==> src/rtl/hsp_pkg.sv <==
// Shared types for the half-step positioner.
// Assumes nothing beyond a 2-bit state encoding.
package hsp_pkg;
    typedef enum logic [1:0] {
        HSP_IDLE   = 2'd0,
        HSP_STEP   = 2'd1,
        HSP_SETTLE = 2'd2
    } hsp_state_t;
endpackage

==> src/rtl/hsp_plan.sv <==
// Move planner: forms the signed difference between the requested and the
// current half-track and gives the direction and the number of half-steps.
// Assumes both positions are unsigned POS_W-bit values.
module hsp_plan #(
    parameter int POS_W = 8
) (
    input  logic [POS_W-1:0] target_i,
    input  logic [POS_W-1:0] current_i,
    output logic             same_o,
    output logic             up_o,
    output logic [POS_W-1:0] span_o
);
    logic [POS_W:0] diff;

    // Signed difference, direction and magnitude.
    always_comb begin
        diff   = {1'b0, target_i} - {1'b0, current_i};
        same_o = (diff == '0);
        up_o   = !diff[POS_W] && !same_o;
        span_o = diff[POS_W] ? (current_i - target_i) : diff[POS_W-1:0];
    end
endmodule

==> src/rtl/hsp_phase.sv <==
// Phase register: one modulo-4 add of +1 or -1 per step request.
// Assumes step_i is a single-cycle request.
module hsp_phase (
    input  logic       clk,
    input  logic       rst_n,
    input  logic       step_i,
    input  logic       up_i,
    output logic [1:0] phase_o
);
    // Advance or retreat the two phase bits, wrapping naturally.
    always_ff @(posedge clk) begin
        if (!rst_n)
            phase_o <= 2'd0;
        else if (step_i)
            phase_o <= phase_o + (up_i ? 2'd1 : 2'd3);
    end
endmodule

==> src/rtl/hsp_settle.sv <==
// Settling timer: a prescaler of UNIT_CYCLES clocks feeding a counter of
// SETTLE_UNITS units. expire_o is high in the last cycle of the window.
// Assumes clear_i is held whenever run_i is low, so every window starts at 0.
module hsp_settle #(
    parameter int UNIT_CYCLES  = 1,
    parameter int SETTLE_UNITS = 1024
) (
    input  logic clk,
    input  logic rst_n,
    input  logic clear_i,
    input  logic run_i,
    output logic expire_o
);
    localparam int PW = (UNIT_CYCLES  > 1) ? $clog2(UNIT_CYCLES)  : 1;
    localparam int UW = (SETTLE_UNITS > 1) ? $clog2(SETTLE_UNITS) : 1;
    localparam logic [PW-1:0] PRE_LAST  = PW'(UNIT_CYCLES - 1);
    localparam logic [UW-1:0] UNIT_LAST = UW'(SETTLE_UNITS - 1);

    logic [PW-1:0] pre_q;
    logic [UW-1:0] unit_q;

    // Flag the final cycle of the window.
    always_comb expire_o = run_i && (pre_q == PRE_LAST) && (unit_q == UNIT_LAST);

    // Count clocks within a unit, then units within the window.
    always_ff @(posedge clk) begin
        if (!rst_n || clear_i) begin
            pre_q  <= '0;
            unit_q <= '0;
        end else if (run_i) begin
            if (pre_q == PRE_LAST) begin
                pre_q  <= '0;
                unit_q <= (unit_q == UNIT_LAST) ? '0 : unit_q + 1'b1;
            end else begin
                pre_q <= pre_q + 1'b1;
            end
        end
    end
endmodule

==> src/rtl/halfstep_positioner.sv <==
// Half-step positioner top. It accepts a target half-track while idle,
// steps the 2-bit phase once per stage with a settling window after each
// step, and updates the stored position when the last window ends.
// Assumes start_i and target_i are synchronous to clk.
module halfstep_positioner
    import hsp_pkg::*;
#(
    parameter int POS_W        = 8,
    parameter int CTRL_W       = 8,
    parameter int RESET_POS    = 36,
    parameter int SETTLE_UNITS = 1024,
    parameter int UNIT_CYCLES  = 1
) (
    input  logic              clk,
    input  logic              rst_n,
    input  logic              start_i,
    input  logic [POS_W-1:0]  target_i,
    input  logic [CTRL_W-3:0] ctrl_i,
    output logic [CTRL_W-1:0] ctrl_o,
    output logic [1:0]        phase_o,
    output logic [POS_W-1:0]  position_o,
    output logic              busy_o,
    output logic              done_o
);
    hsp_state_t       state_q;
    logic [POS_W-1:0] dest_q;
    logic [POS_W-1:0] left_q;
    logic             up_q;
    logic             plan_same;
    logic             plan_up;
    logic [POS_W-1:0] plan_span;
    logic             expire;

    hsp_plan #(.POS_W(POS_W)) plan_i (
        .target_i  (target_i),
        .current_i (position_o),
        .same_o    (plan_same),
        .up_o      (plan_up),
        .span_o    (plan_span)
    );

    hsp_phase phase_i (
        .clk     (clk),
        .rst_n   (rst_n),
        .step_i  (state_q == HSP_STEP),
        .up_i    (up_q),
        .phase_o (phase_o)
    );

    hsp_settle #(
        .UNIT_CYCLES  (UNIT_CYCLES),
        .SETTLE_UNITS (SETTLE_UNITS)
    ) settle_i (
        .clk      (clk),
        .rst_n    (rst_n),
        .clear_i  (state_q != HSP_SETTLE),
        .run_i    (state_q == HSP_SETTLE),
        .expire_o (expire)
    );

    // Outputs: busy flag and the merged control word.
    always_comb begin
        busy_o = (state_q != HSP_IDLE);
        ctrl_o = {ctrl_i, phase_o};
    end

    // Sequencer: accept, step, settle, complete.
    always_ff @(posedge clk) begin
        if (!rst_n) begin
            state_q    <= HSP_IDLE;
            position_o <= POS_W'(RESET_POS);
            dest_q     <= '0;
            left_q     <= '0;
            up_q       <= 1'b0;
            done_o     <= 1'b0;
        end else begin
            done_o <= 1'b0;
            unique case (state_q)
                HSP_IDLE: begin
                    if (start_i) begin
                        if (plan_same) begin
                            done_o <= 1'b1;
                        end else begin
                            dest_q  <= target_i;
                            up_q    <= plan_up;
                            left_q  <= plan_span;
                            state_q <= HSP_STEP;
                        end
                    end
                end
                HSP_STEP: state_q <= HSP_SETTLE;
                HSP_SETTLE: begin
                    if (expire) begin
                        if (left_q == POS_W'(1)) begin
                            position_o <= dest_q;
                            done_o     <= 1'b1;
                            state_q    <= HSP_IDLE;
                        end else begin
                            left_q  <= left_q - 1'b1;
                            state_q <= HSP_STEP;
                        end
                    end
                end
                default: state_q <= HSP_IDLE;
            endcase
        end
    end
endmodule

==> config.mk <==
export PLATFORM = sky130hd
export DESIGN_NAME = halfstep_positioner
export DESIGN_NICKNAME = d
export VERILOG_FILES = /design/src/rtl/hsp_pkg.sv /design/src/rtl/hsp_plan.sv /design/src/rtl/hsp_phase.sv /design/src/rtl/hsp_settle.sv /design/src/rtl/halfstep_positioner.sv
export SDC_FILE = /design/constraint.sdc
export NUM_CORES = 1
export LEC_CHECK = 0
export CELL_PAD_IN_SITES_DETAIL_PLACEMENT = 2
export CELL_PAD_IN_SITES_GLOBAL_PLACEMENT = 2
export CORE_MARGIN = 5
export CORE_UTILIZATION = 27
export DETAILED_ROUTE_END_ITERATION = 16
export PLACE_DENSITY_LB_ADDON = 0.1
export SLEW_MARGIN = 20
export SYNTH_ARGS = -nofsm -noshare
export SYNTH_HDL_FRONTEND = slang
export SYNTH_SLANG_ARGS = --single-unit
==> constraint.sdc <==
create_clock -name clk -period 2.7 [get_ports clk]
set_input_delay 0.54 -clock clk [delete_from_list [all_inputs] [get_ports clk]]
set_output_delay 0.54 -clock clk [all_outputs]
set_load 0.01 [all_outputs]
==> results of run 1 <==
[flip-flops by register name, summed over array words and instances, names as in the netlist]
signal / flops
left_q: 8
up_q: 1
state_q: 2
dest_q: 8
done_o: 1
phase_i.phase_o: 2
position_o: 8
settle_i.unit_q: 10
[worst reg2reg max path: stages, from the launching register on]
cell and delay (ns):
dfxtp_1 0.39, ha_4 0.14, inv_1 0.04, fa_2 0.37, a211oi_4 0.37, buf_6 0.16
o21ai_4 0.08, and2_4 0.20, or4_4 0.52, nand4b_1 0.10, mux2i_1 0.07
[area by class of cell]
cell class                 instances  area [µm²]
multi-input combinational        257        2082
clock inverter                     3       47.55
tap                              140       175.2
fill                            1215        6699
sequential                        40       802.0
timing repair buffer              85       725.7
clock buffer                       5       68.82
inverter                          26       97.59
[layout by cell type (no fill, tap or decap), drive strengths merged, types with 5 or more instances in the layout]
cell type,Yosys,routed
nand2,37,37
ha,19,19
nand3,7,7
and2,6,6
mux2i,21,21
inv,26,26
nor3,6,6
xor2,11,11
nand4,5,5
nor2b,12,12
buf,16,62
xnor2,7,7
o2111ai,7,7
a21oi,13,13
and4,6,6
clkbuf,9,6
o21ai,19,19
dfxtp,40,40
and3,5,5
clkdlybuf4s50,0,19
nor2,22,22
[metrics by stage]
| step | setup WS, ns | util (%) | total power, µW |
|---|---|---|---|
| after floorplan | 0.08549 | - | 937.7 |
| after global placement | -0.5119 | 33.64 | 1095 |
| after detailed placement | -0.5782 | 33.64 | 1104 |
| after CTS | 0.002689 | 36.81 | 1701 |
| after global routing | -0.02069 | 37.38 | 1770 |
| final | 0.05758 | 37.38 | 1682 |
[per-layer routing]
layer  vias to the layer above  global-route usage [%]  wire (µm)
met2                        30                   28.61       5035
met3                         8                   2.546        207
li1                       1339                       -          -
met1                      1352                   19.26       4353
met4                         0                   3.484        104
met5                         -                       0          0
[Yosys cell counts (all sizes together) (6+ instances only)]
master    n
nor3      6
nand2    37
mux2i    21
o21ai    19
ha       19
clkbuf    9
nor2     22
o2111ai   7
xor2     11
and4      6
xnor2     7
a21oi    13
buf      16
nor2b    12
inv      26
nand3     7
and2      6
dfxtp    40
[timing repair]
item | CTS | global route
endpoints found under the hold margin | 0 | 0
buffers inserted | 5 | 2
resized for setup | 34 | 17
hold buffers | 0 | 0
gates cloned | 0 | 0
setup endpoints to repair | 19 | 13
pin swaps | 18 | 15
[kinds of logic (layout without fill, tap and decap cells)]
kind of cell	after synthesis	count (layout)	synth area share [%]
muxes	21	21	7.198
adders and majority gates	21	21	9.512
xor gates and xnor gates	18	18	5.398
AOI/OAI and AO/OA	67	67	17.01
buffers and inverters	51	119	8.740
and+or+nand+nor	130	130	24.72
DFF	40	40	27.42
[final timing paths]
path	start	to	slack (ns)	cells after the start
max reg2reg	position_o[0]	left_q[5]	0.15	10
min	dest_q[6]	dest_q[6]	0.47	2
max	target_i[4]	left_q[7]	0.06	11
min reg2reg	dest_q[6]	dest_q[6]	0.47	2
[power breakdown]
part | internal, µW | switching (µW) | leakage [µW]
Sequential | 621 | 36.5 | 0.000327
Combinational | 237 | 244 | 0.00126
Clock | 279 | 265 | 0.0000583
==> impl_results.md, run 1 <==
* Status: finished clean
* Longest Clk Path Bufs at 2
* CP Class: in -> reg
* Wire length per cell at around 17 µm
* Core Region at 10700 µm²
* Max cap viols at 0
* Post-DP Area at 3598 µm²
* RSZ-0062 raised after global routing: true
* Initial cell density of the core at between 20% and 30%
* Top delay family on crit path: buffers and inverters
* Slew @ Worst Pin at between 0.5 and 0.6 ns
* Synth top area cells: dfxtp_1 27%, ha_1 8.1%, mux2i_1 7.2%
* Slew headroom at 62.41%
* Share of cells above drive strength 1 at between 20% and 30%
* Die ar. at 13000 µm²
* Nets@finish at 453
* # IOs at 37
* Worst skew pair latency at 0.32 ns
* DR pass1 iterations at 4
* P per Cell Area at roughly 420 nW/µm²
* Max Clk Rate at 378.4 MHz
* Ant. Diodes at 0
* Hold WC Path Type: reg -> reg
* WP data required at about 2.9 ns
* Final Skew at between 0.015 and 0.02 ns
* Sequential fraction of the synthesis area at between 20% and 30%
* Total Routing Usage GR at 15.68%
* Syn nets at 386
* Yosys warnings at 0
* Max FO, Critical Path at 7
* CP Capture Type: register
* Clock Sinks at 40
* Yosys top cell area share at 27.42%
* Fin cells at 556
* Post-synth EDFFs at 0
* Vias in the first global route at 3061
* Worst hold slack at roughly 0.47 ns
* Final Instance Area at 3999 µm²
* Via density at ~4.9
* Async set or reset register ratio after synthesis at 0%
* Yosys reg bits at 40
* Dpl hpwl at around 7300 µm
* Row cnt at 38
* CP Launch Type: input pin
* Syn Std Cell Area at 2920 µm²
* Largest area contributor in the netlist: dfxtp_1
* Fin. Hold Viols at 0
* Buf/Inv on CP at 4
* Post-route minimum period at 2.642 ns
* Leakage power at 0.001645 µW
* Drt drc at 0
* Die Span X at 114 µm
* Clock root buffer: clkbuf_8
* Top FF cell, synth: dfxtp_1
* Crit-path cells: clkdlybuf4s50_1 > inv_2 > ha_4 > nand2_2 > a211o_1 > a41oi_2 > and4_4 > buf_6 > a21boi_4 > buf_12 > a31o_1
* Max H-tree Level at 2
* Avg Cell Area, Syn at 8.392 µm²
* CTS tree: yes
* Max-slew violations at 0
* Cells after Synth at 348
* Vias at approximately 2700
* Largest net degree at the start of global routing at 24
* Post-route ant nets at 0
* Gpl congestion at 0.7754
* Input/output buffers at 24
* Initial DRC count at 74
* Syn-to-layout area delta at 36.93%
* Setup violators final at 0
* VDD IR-drop max at ~0.00021 V
* TNS Setup at 0 ns
* Critical Path Max Stage Delay at approximately 0.5 ns
* CTS clk-pin slew, worst paths at around 0.09 ns
* Antenna violations before repair at 0
* Remaining Overflow, GRT at 0
* Wirelength, routed at just under 10000 µm
* Worst path arrival time at 2.84 ns
* Slowest CP cell: clkdlybuf4s50_1
* Placed Cells at around 540
* CTS Buf Count at 5
* Cell variety after synth at slightly above 60
* Die height at 114 µm
* Crit share post-route at 97.87%
* Global-route wire length before repair at 16230 µm
(Power assumes the default switching activity.)
==> run 2: changes to the inputs <==
- GPL_ROUTABILITY_DRIVEN: default -> 0
==> results of run 2 <==
The final DEF is identical to that of run 1; final timing and power are the same.
==> run 3: changes to the inputs <==
- PLACE_DENSITY: default -> 0.78
- PLACE_DENSITY_LB_ADDON: 0.1 -> default
==> run 3 against run 2 <==
Compared with the run above: utilization decreased by 0.18 points; global-route usage increased by 0.88 points; cell area decreased by 0.47%; register-to-register slack got worse by 0.06 ns; sequential power about the same; worst hold slack improved by 0.0021 ns; clock skew decreased by 0.00061 ns; count of clock-buffer cells in the layout unchanged; sequential cell count unchanged; setup slack improved by 0.028 ns; sequential share of layout area increased by 0.063 points.
==> impl_results.md, run 3 (synthesized netlist as in run 1, its figures left out) <==
* Row cnt at 38 (unchanged)
* Slew headroom at 50.72% (-12 points)
* Fin cells at 555 (-0.18%)
* Wirelength, routed at 11630 µm (+20%)
* Sequential fraction of design power at 38.5% (-0.6 points)
* # IOs at 37 (unchanged)
* Max Clk Rate at 382.5 MHz (+1.1%)
* Longest Clk Path Bufs at 2 (unchanged)
* Initial cell density of the core at 27.30% (unchanged)
* Top delay family on crit path: compound AO/OA/AOI/OAI gates
* Nets@finish at 452 (-0.22%)
* Leakage power at 0.001646 µW (about the same)
* Remaining Overflow, GRT at 0 (unchanged)
* Placed Cells at 538 (-0.74%)
* Clock Power Share at 32.1% (-0.2 points)
* Total Routing Usage GR at 16.56% (+0.88 points)
* Hold WC Path Type: reg -> reg
* Crit share post-route at 96.84% (-1.0 points)
* Most frequent CP cell: buf_4
* Buf/Inv on CP at 4 (unchanged)
* Internal power at 1133 µW (-0.39%)
* Max H-tree Level at 2 (unchanged)
* Crit-path cells: ha_4 > inv_2 > fa_2 > a211oi_4 > o21ai_2 > xor2_2 > nor4_4 > buf_4 > buf_4 > buf_4 > nand4_1 > o221ai_2
* Switch share at 33.83% (+1.4 points)
* Ant. Diodes at 0 (unchanged)
* CTS Buf Count at 5 (unchanged)
* CTS tree: yes
* CP Class: reg -> reg
* CP Capture Type: register
* Max cap viols at 0 (unchanged)
* Critical Path Max Stage Delay at 0.39 ns (-0.11 ns)
* Die Span X at 114 µm (unchanged)
* Vias in the first global route at 3244 (+6.0%)
* Max-slew violations at 0 (unchanged)
* Worst skew pair latency at 0.33 ns (about the same)
* Net Switching at 579.1 µW (+6.3%)
* Logic pwr share at 29.4% (+0.8 points)
* CTS clk-pin slew, worst paths at 0.10 ns (about the same)
* Max FO, Critical Path at 3 (-4)
* Layout Utilization at 37.20% (-0.18 points)
* Syn-to-layout area delta at 36.29%
* Core Region at 10700 µm² (unchanged)
* Final Skew at 0.01845 ns (-0.0006127 ns)
* Die height at 114 µm (unchanged)
* Slowest CP cell: dfxtp_1
* Largest reg by FF count: settle_i.unit_q
* Wire length per cell at 20.95 µm (+20%)
* Max reg flops at 10 (unchanged)
* Die ar. at 13000 µm² (unchanged)
* Commonest non-fill, non-tap cell in the layout: buf_4
* VDD IR-drop max at 0.0002774 V (+34%)
* Slew @ Worst Pin at 0.7329 ns (+0.1738 ns)
* Post-route ant nets at 0 (unchanged)
* P per Cell Area at 430.1 nW/µm² (+2.3%)
* Most frequent cells in the layout: 58 x buf_4, 40 x dfxtp_1, 37 x nand2_1
* Via density at 5.198 (+5.9%)
* Vias at 2885 (+5.7%)
* Antenna violations before repair at 0 (unchanged)
* Share of cells above drive strength 1 at 27.23% (-0.42 points)
* DR pass1 iterations at 4 (unchanged)
* Input/output buffers at 24 (unchanged)
* WP data required at 2.88 ns (-0.02 ns)
* Post-route minimum period at 2.615 ns (-0.02782 ns)
* Clock root buffer: clkbuf_8
* Clock Sinks at 40 (unchanged)
* Drt drc at 0 (unchanged)
* Initial DRC count at 99 (+34%)
* Largest net degree at the start of global routing at 18 (-25%)
* Status: finished clean
* Dpl hpwl at 7370 µm (+1.6%)
* Post-cts hold buffer count at 0 (unchanged)
* Setup violators final at 0 (unchanged)
* Fin. Hold Viols at 0 (unchanged)
* Worst path arrival time at 2.80 ns (-0.04 ns)
* Global-route wire length before repair at 17090 µm (+5.3%)
* CP Launch Type: register
## run 3: what timing repair did
action / CTS / global route
gates resized for setup: 33 / 21
pin swaps: 12 / 11
endpoints found under the setup margin: 19 / 18
buffers inserted: 4 / 5
## run 3: area by class of cell
class,instances,area [µm²]
fillers,1200,6718
multi-input cells,257,2081
flip-flops and latches,40,800.8
repair buffers,84,710.7
well taps,140,175.2
inverters,26,97.59
clock buffers,5,68.82
clock inverters,3,46.29
## run 3: power by group through the flow
stage	logic, µW	clock network, µW	registers [µW]
3_3_place_gp	407	0	668
3_5_place_dp	427	0	671
4_1_cts	457	548	657
2_1_floorplan	276	0	662
5_1_grt	537	586	663
6_report	503	550	658
## run 3: tightest hold or removal path: stages (launching register included)
cell,delay (ns)
dfxtp_1,0.32
nand2_1,0.05
mux2i_1,0.05
## run 3: stage by stage
step / setup WS, ns / total power (µW) / setup TNS [ns] / hold WS (ns) / area (µm²)
floorplan: 0.08549 / 937.7 / 0 / 0.4341 / 2920
detailed placement: -0.6423 / 1098 / -11.20 / 0.4572 / 3573
global placement: -0.4295 / 1075 / -7.700 / 0.4436 / 3573
finish: 0.08540 / 1712 / 0 / 0.4679 / 3980
global route: -0.02748 / 1786 / -0.06976 / 0.5025 / 3980
CTS: 0.001440 / 1662 / 0 / 0.4700 / 3835
## run 3: worst paths after layout
kind | start | slack (ns) | cells past startpoint | end
hold reg to reg | dest_q[2] | 0.47 | 2 | dest_q[2]
setup / recovery | position_o[0] | 0.09 | 12 | left_q[6]
setup reg to reg | position_o[0] | 0.09 | 12 | left_q[6]
hold / removal | dest_q[2] | 0.47 | 2 | dest_q[2]
## run 3: metal layers
metal,up-vias,global-route usage [%],share of wire (%)
met5,-,0,0
met4,0,6.176,4.1
met3,33,2.069,2.4
met2,59,31.81,53
met1,1453,18.37,41
li1,1340,-,-
